===== config.mk =====
export PLATFORM = sky130hd
export DESIGN_NAME = pulse_burst_gen
export DESIGN_NICKNAME = d
export VERILOG_FILES = /design/src/rtl/pulse_burst_pkg.sv /design/src/rtl/pb_reset_sync.sv /design/src/rtl/pb_start_edge.sv /design/src/rtl/pb_rate_div.sv /design/src/rtl/pb_tap_counter.sv /design/src/rtl/pb_burst_ctrl.sv /design/src/rtl/pulse_burst_gen.sv
export SDC_FILE = /design/constraint.sdc
export NUM_CORES = 1
export LEC_CHECK = 0
export CAP_MARGIN = 25
export CORE_MARGIN = 1
export CORE_UTILIZATION = 50
export CTS_CLUSTER_DIAMETER = 150
export DETAILED_ROUTE_END_ITERATION = 8
export GPL_TIMING_DRIVEN = 0
export PLACE_DENSITY = 0.75
export SLEW_MARGIN = 15
export SYNTH_ARGS = -nofsm -noshare
export SYNTH_HDL_FRONTEND = slang
export SYNTH_SLANG_ARGS = --single-unit

===== constraint.sdc =====
create_clock -name clk -period 2.1 [get_ports clk]
set_clock_uncertainty 0.05 [all_clocks]
set_input_delay 0.63 -clock clk [delete_from_list [all_inputs] [get_ports clk]]
set_output_delay 0.63 -clock clk [all_outputs]
set_load 0.02 [all_outputs]

===== src/rtl/pulse_burst_pkg.sv =====
package pulse_burst_pkg;

  // Default widths for the rate divisor and the length code.
  localparam int unsigned DEF_DIV_W   = 16;
  localparam int unsigned DEF_LEN_W   = 2;
  localparam int unsigned DEF_SYNC_FF = 2;

  // Run latch and terminal flag carried together.
  typedef struct packed {
    logic run;
    logic done;
  } burst_flags_t;

endpackage


===== src/rtl/pb_reset_sync.sv =====
module pb_reset_sync #(
  parameter int unsigned STAGES = 2
) (
  input  logic clk,
  input  logic arst_n,
  output logic rst_n_o
);
  logic [STAGES-1:0] chain_q;
  logic [STAGES-1:0] chain_d;

  always_comb begin
    chain_d = {chain_q[STAGES-2:0], 1'b1};
  end

  always_ff @(posedge clk or negedge arst_n) begin
    if (!arst_n) chain_q <= '0;
    else         chain_q <= chain_d;
  end

  assign rst_n_o = chain_q[STAGES-1];
endmodule


===== src/rtl/pb_start_edge.sv =====
module pb_start_edge #(
  parameter int unsigned STAGES = 2
) (
  input  logic clk,
  input  logic rst_n,
  input  logic start_i,
  output logic rise_o
);
  logic [STAGES-1:0] sync_q;
  logic [STAGES-1:0] sync_d;
  logic              prev_q;
  logic              prev_d;

  always_comb begin
    sync_d = {sync_q[STAGES-2:0], start_i};
    prev_d = sync_q[STAGES-1];
  end

  always_ff @(posedge clk or negedge rst_n) begin
    if (!rst_n) begin
      sync_q <= '0;
      prev_q <= 1'b0;
    end else begin
      sync_q <= sync_d;
      prev_q <= prev_d;
    end
  end

  assign rise_o = sync_q[STAGES-1] & ~prev_q;
endmodule


===== src/rtl/pb_rate_div.sv =====
module pb_rate_div #(
  parameter int unsigned DIV_W = 16
) (
  input  logic             clk,
  input  logic             rst_n,
  input  logic             load_i,
  input  logic             run_i,
  input  logic [DIV_W-1:0] divisor_i,
  output logic             tick_o
);
  logic [DIV_W-1:0] cnt_q;
  logic [DIV_W-1:0] cnt_d;
  logic [DIV_W-1:0] reload;
  logic             at_zero;
  logic             cnt_en;

  always_comb begin
    reload  = (divisor_i == '0) ? '0 : (divisor_i - DIV_W'(1));
    at_zero = (cnt_q == '0);
    cnt_en  = load_i | run_i;
    if (load_i)       cnt_d = reload;
    else if (at_zero) cnt_d = reload;
    else              cnt_d = cnt_q - DIV_W'(1);
  end

  always_ff @(posedge clk or negedge rst_n) begin
    if (!rst_n)      cnt_q <= '0;
    else if (cnt_en) cnt_q <= cnt_d;
  end

  // Raw terminal-count tick; gating by the run latch happens downstream.
  assign tick_o = at_zero;
endmodule


===== src/rtl/pb_tap_counter.sv =====
module pb_tap_counter #(
  parameter int unsigned CNT_W = 4
) (
  input  logic             clk,
  input  logic             rst_n,
  input  logic             adv_i,
  output logic [CNT_W-1:0] rise_o
);
  logic [CNT_W-1:0] q_q;
  logic [CNT_W-1:0] q_d;
  logic [CNT_W:0]   carry;

  assign carry[0] = adv_i;

  // Ripple chain of toggle stages: stage k flips when all lower stages are 1.
  for (genvar k = 0; k < CNT_W; k++) begin : g_stage
    assign carry[k+1] = carry[k] & q_q[k];
    assign q_d[k]     = q_q[k] ^ carry[k];
    assign rise_o[k]  = carry[k] & ~q_q[k];
  end

  always_ff @(posedge clk or negedge rst_n) begin
    if (!rst_n)     q_q <= '0;
    else if (adv_i) q_q <= q_d;
  end
endmodule


===== src/rtl/pb_burst_ctrl.sv =====
module pb_burst_ctrl
  import pulse_burst_pkg::*;
#(
  parameter int unsigned LEN_W = 2,
  parameter int unsigned CNT_W = 4
) (
  input  logic             clk,
  input  logic             rst_n,
  input  logic             start_rise_i,
  input  logic [LEN_W-1:0] len_i,
  input  logic             tick_i,
  input  logic [CNT_W-1:0] tap_rise_i,
  output logic             load_o,
  output logic             pulse_o,
  output logic             run_o,
  output logic             done_o,
  output logic [LEN_W-1:0] len_q_o
);
  burst_flags_t     flg_q;
  burst_flags_t     flg_d;
  logic [LEN_W-1:0] len_q;
  logic             accept;
  logic             term;

  always_comb begin
    accept  = start_rise_i & ~flg_q.run & ~flg_q.done;
    pulse_o = tick_i & flg_q.run;
    term    = pulse_o & tap_rise_i[len_q];
    flg_d   = flg_q;
    if (accept)    flg_d.run = 1'b1;
    else if (term) flg_d.run = 1'b0;
    flg_d.done = flg_q.done | term;
  end

  always_ff @(posedge clk or negedge rst_n) begin
    if (!rst_n) flg_q <= '0;
    else        flg_q <= flg_d;
  end

  always_ff @(posedge clk or negedge rst_n) begin
    if (!rst_n)      len_q <= '0;
    else if (accept) len_q <= len_i;
  end

  assign load_o  = accept;
  assign run_o   = flg_q.run;
  assign done_o  = flg_q.done;
  assign len_q_o = len_q;
endmodule


===== src/rtl/pulse_burst_gen.sv =====
module pulse_burst_gen
  import pulse_burst_pkg::*;
#(
  parameter int unsigned DIV_W   = DEF_DIV_W,
  parameter int unsigned LEN_W   = DEF_LEN_W,
  parameter int unsigned SYNC_FF = DEF_SYNC_FF
) (
  input  logic             clk,
  input  logic             rst_n,
  input  logic             start_i,
  input  logic [LEN_W-1:0] len_sel_i,
  input  logic [DIV_W-1:0] divisor_i,
  output logic             pulse_o,
  output logic             busy_o,
  output logic             done_o
);
  localparam int unsigned CNT_W = 1 << LEN_W;

  logic             rst_int_n;
  logic             start_rise;
  logic             load;
  logic             tick;
  logic             run;
  logic [CNT_W-1:0] tap_rise;
  logic [LEN_W-1:0] len_q;

  pb_reset_sync #(.STAGES(SYNC_FF)) u_rst (
    .clk     (clk),
    .arst_n  (rst_n),
    .rst_n_o (rst_int_n)
  );

  pb_start_edge #(.STAGES(SYNC_FF)) u_start (
    .clk     (clk),
    .rst_n   (rst_int_n),
    .start_i (start_i),
    .rise_o  (start_rise)
  );

  pb_rate_div #(.DIV_W(DIV_W)) u_rate (
    .clk       (clk),
    .rst_n     (rst_int_n),
    .load_i    (load),
    .run_i     (run),
    .divisor_i (divisor_i),
    .tick_o    (tick)
  );

  pb_tap_counter #(.CNT_W(CNT_W)) u_cnt (
    .clk    (clk),
    .rst_n  (rst_int_n),
    .adv_i  (pulse_o),
    .rise_o (tap_rise)
  );

  pb_burst_ctrl #(.LEN_W(LEN_W), .CNT_W(CNT_W)) u_ctrl (
    .clk          (clk),
    .rst_n        (rst_int_n),
    .start_rise_i (start_rise),
    .len_i        (len_sel_i),
    .tick_i       (tick),
    .tap_rise_i   (tap_rise),
    .load_o       (load),
    .pulse_o      (pulse_o),
    .run_o        (run),
    .done_o       (done_o),
    .len_q_o      (len_q)
  );

  assign busy_o = run;
endmodule


# Yosys cells after proc, flatten, opt, wreduce, memory -nomap -nowiden
# Index checks and enable logic that the tools add are counted.
# W data, S select, Z words.
dict set report word_totals {
  output_inout_bits 3
  inputBits 21
  register_bits 29
  wordCells 46
}
dict set report op_classes {
  order_cmp 1
  muxes 7
  bitwise_logic 25
  reduce_logical 3
  addsub 2
}
# op n
set ops {}
lappend ops {{$mux W16} 3}
lappend ops {{$logic_not A16 Y1} 2}
lappend ops {{$sub A16 B1 Y16 const B} 2}
lappend ops {{$and A1 B1 Y1} 12}
lappend ops {{$not A1 Y1} 7}
lappend ops {{$xor A1 B1 Y1} 4}
lappend ops {{$lt A2 B3 Y1 const B} 1}
lappend ops {{$mux W1} 3}
lappend ops {{$bmux W1 S2} 1}
lappend ops {{$or A1 B1 Y1} 2}
lappend ops {{$reduce_bool A2 Y1} 1}

# Logic depth before layout (Yosys ltp)
dict set report logic_depth {
  word_depth 11
  depth_mapped 14
  depth_no_buf 13
}

# Hierarchy
# Synthesis repeated with hierarchy kept, for this count alone.
dict set report unflattened {
  cells_unflattened 211
  area_unflattened_um2 2023.2
}
# module seq_area_each_um2 n_inst cells_each area_each_um2
set modules_own_cells {}
lappend modules_own_cells {pb_rate_div 400.4 1 169 1447.6}
lappend modules_own_cells {pb_tap_counter 100.1 1 23 250.2}
lappend modules_own_cells {pb_burst_ctrl 100.1 1 12 182.7}
lappend modules_own_cells {pb_start_edge 75.1 1 4 88.8}
lappend modules_own_cells {pb_reset_sync 50.0 1 3 53.8}

# Worst setup path before layout
# OpenSTA, ideal clock, no wires.
dict set report synth_path {
  path_type {register -> register}
  startpoint {reg u_rate.cnt_q[0]}
  endpoint {reg u_ctrl.flg_q, in the netlist u_ctrl.done_o}
  path_buffers 1
  setup_slack_ps -1098
  path_stages_with_launch 15
  required_time_ps 1923
  arrival_ps 3021
  setup_time_ps 127
  synth_period_minus_slack_ps 3198
  path_cell_list {dfrtp_1 inv_1 ha_1 nor3b_1 and2_1 clkbuf_1 nand2_1 inv_1 ha_1 ha_1 ha_1 ha_1 mux4_2 and3_1 or2_2}
}
# element line
set synth_lines {}
lappend synth_lines {{from (decl)} pb_rate_div.sv:11} ;# logic [DIV_W-1:0] cnt_q;
lappend synth_lines {{from (signal assigned)} pb_rate_div.sv:28} ;# else if (cnt_en) cnt_q <= cnt_d;
lappend synth_lines {{to (signal assigned)} pb_burst_ctrl.sv:37} ;# else flg_q <= flg_d;
lappend synth_lines {{to (decl)} pb_burst_ctrl.sv:19} ;# burst_flags_t flg_q;

==> results.md <==
* CTS tree: done
* Top post-synthesis cells by area: dfrtp_1, ha_1, nand2_1, nor3_1, o21ai_0
* Area occupied by multi-input gates at 1420 um2
* Register bit total from synthesis at 29
* Starting Density at 52.3%
* Critical path peak fanout at 3
* Pleak at ~1.2 nW
* Core Area at 3690 um2
* Sinks on Clock Net at 29
* Final Power at 1.15 mW
* PwrDens at 404 nW/um2
* CP Launch Type: flop
* ANT cells at 0
* Final setup fails at 18
* Vias per cell at 6.26
* First-iteration detailed-routing DRC count at 145
* Cells after DPL at roughly 290
* Util after Layout at 77.1%
* Num ports at 24
* Seq/Total Area, Yosys at 37.6%
* Fillers at 263
* Routed Antenna Nets at 0
* Latest clock arrival within the worst-skew pair at 300 ps
* Gr ovfl total at 0
* Mapped Cells at roughly 220
* Drt wl/cell at between 15 and 20 um
* Final HPWL DP at 3.68 mm
* Crit Path Category: flop to flop
* Count of cell types in the netlist at 45
* Crit path capture type: flop
* Drt pass-1 iters at 5
* Leading area contributor after synthesis: dfrtp_1
* Final period utilization at 126%
* Mapped Nets at approximately 250
* Ys flop type: dfrtp_1
* HP Class: flop to async pin
* Achievable Freq at 0.378 GHz
* Syn Area/Cell at 8.81 um2
* Crit path DAT at 2770 ps
* Final instance area at 2850 um2
* Fin. max-slew vios at 0
* Setup WS pre-CTS at -945 ps
* IO Port Bufs at 23
* Register Area at roughly 730 um2
* Fin. Hold Viols at 0
* Synth cell count leaders: dfrtp_1, nand2_1, nor2_1, nor3_1, o21ai_0
* Peak supply drop at 301 uV
* Total track usage at 30.1%
* Fin nets at 307
* DR vias at approximately 2,000
* First-pass GRT wire length at 9.36 mm
* # hold bufs at CTS at 0
* Final Worst Setup Slack at -549 ps
* RePlAce Congestion at 0.877
* Num rows at 22
* Worst Tran Pin Value at 636 ps
* Rel. slew slack at 57.3%
* CTS buffer count at 5
* Area growth, synth to finish at 47.5%
* Share of cells above drive strength 1 at 36.2%
* H-tree levels at 2
* Placed Area at 2410 um2
* Die width at 64.1 um
* Die height at 64.1 um
* Die area at 4110 um2
* Initial antenna violation count at 0
* RSZ-0062 raised after global routing: true
* Synth Warn # at 0
* Max Cap Viol at 0
* Largest net degree at the start of global routing at 20
* Total Routed Length at 5.69 mm
* Final min period at 2650 ps
* Layout Cells excl Fill at 324
* Drt drc at 0
* Mapped cell area at ~1900 um2
* Clock transition at the registers of the reported paths at 80 ps
* CTS Buffer Depth at 2
* Failing checks: negative setup slack
* CTS Root Cell: clkbuf_8
* Top cell type's share of synthesized area at between 30 and 40%
* Status: finished, violations left
* Number of synthesized flops with an enable pin at 0
* Vias in the first global route at 1,965
* Post-synth ARST share at 100%
* Required time of the critical path at 2220 ps
* Most common cell in the synthesized netlist: dfrtp_1
[state kept, by name, indices dropped and copies added (netlist names)]
signal	cells
u_cnt.q_q	4
u_ctrl.done_o	1
u_ctrl.len_q_o	2
u_ctrl.run_o	1
u_rate.cnt_q	16
u_rst.chain_q	2
u_start.prev_q	1
u_start.sync_q	2
[through the flow]
step,setup TNS (ps),hold WS (ps)
after floorplan,-3290,281
after CTS,-3630,161
after global placement,-14210,282
after detailed placement,-14610,157
final,-4840,147
after global routing,-5550,197
[layout make-up]
class / instances / area share [%]
inverter: 9 / 1.80
clock buffer: 6 / 2.55
clock inverter: 2 / 0.352
buffer: 6 / 1.28
timing repair buffer: 51 / 16.2
tap: 48 / 2.11
sequential: 29 / 25.7
multi-input combinational: 173 / 50.0
[repair_timing]
item                                    CTS  global route
setup buffers                            23             4
pin swaps                                15             3
gates resized for setup                  75            29
endpoints found under the setup margin   22            22
[path summary, 6_finish.rpt]
path	depth (start not counted)	end	startpoint	slack, ps
worst min-delay path	0	u_rate.cnt_q[10]	u_rst.chain_q[1]	150
max in group asynchronous	1	u_rate.cnt_q[9]	u_rst.chain_q[1]	1370
worst max register to register	13	u_ctrl.done_o	u_rate.cnt_q[0]	-550
worst max-delay path	13	u_ctrl.done_o	u_rate.cnt_q[0]	-550
worst min register to register	0	u_rate.cnt_q[10]	u_rst.chain_q[1]	150
min in group clk	0	u_start.sync_q[1]	u_start.sync_q[0]	300
[kinds of logic (layout without fill, tap and decap cells)]
logic type,count (synthesis),after routing,synth area share (%)
simple gates,107,107,29.9
other cells,1,1,0.194
flops,29,29,37.6
xor+xnor,11,11,4.99
fa+ha+maj,11,11,7.13
mux,1,1,1.17
buf+inv,17,74,3.83
compound gates,42,42,15.2
[cells in the final DEF, fill, tap and decap left out, types with 4 or more instances in the layout]
cell             count
dfrtp_1             24
nand2_1             23
buf_4               19
o21ai_0             14
nor3_1              13
nor2_1              13
buf_6               10
nand3_1              9
xor2_1               8
buf_2                7
ha_4                 6
clkdlybuf4s50_1      6
nor4_4               5
or4_1                5
ha_1                 5
clkbuf_8             5
dlygate4sd2_1        5
dfrtp_2              5
inv_1                4
nand4_1              4
o31ai_1              4
[layer usage]
| metal | GRT usage, % | up-vias | share of wire [%] |
|---|---|---|---|
| li1 | - | 926 | - |
| met1 | 38.7 | 992 | 42 |
| met2 | 47.7 | 88 | 49 |
| met3 | 6.25 | 22 | 6.0 |
| met4 | 15.6 | 0 | 3.3 |
| met5 | 0 | - | 0 |
[power breakdown]
part           switching (mW)  internal (mW)
clock                   0.239          0.229
sequential            0.00561          0.563
combinational          0.0576         0.0560
total                   0.302          0.849
[worst max-delay path, cell delays in order, from the launching register on]
cell,delay (ps)
dfrtp_1,370
inv_2,60
ha_4,150
nor3b_4,140
and2_4,170
nand2_8,70
inv_8,30
ha_4,150
ha_4,160
ha_4,160
ha_4,140
mux4_2,480
and3_4,170
or2_4,220
No activity file was read; power rests on OpenSTA's default activity.
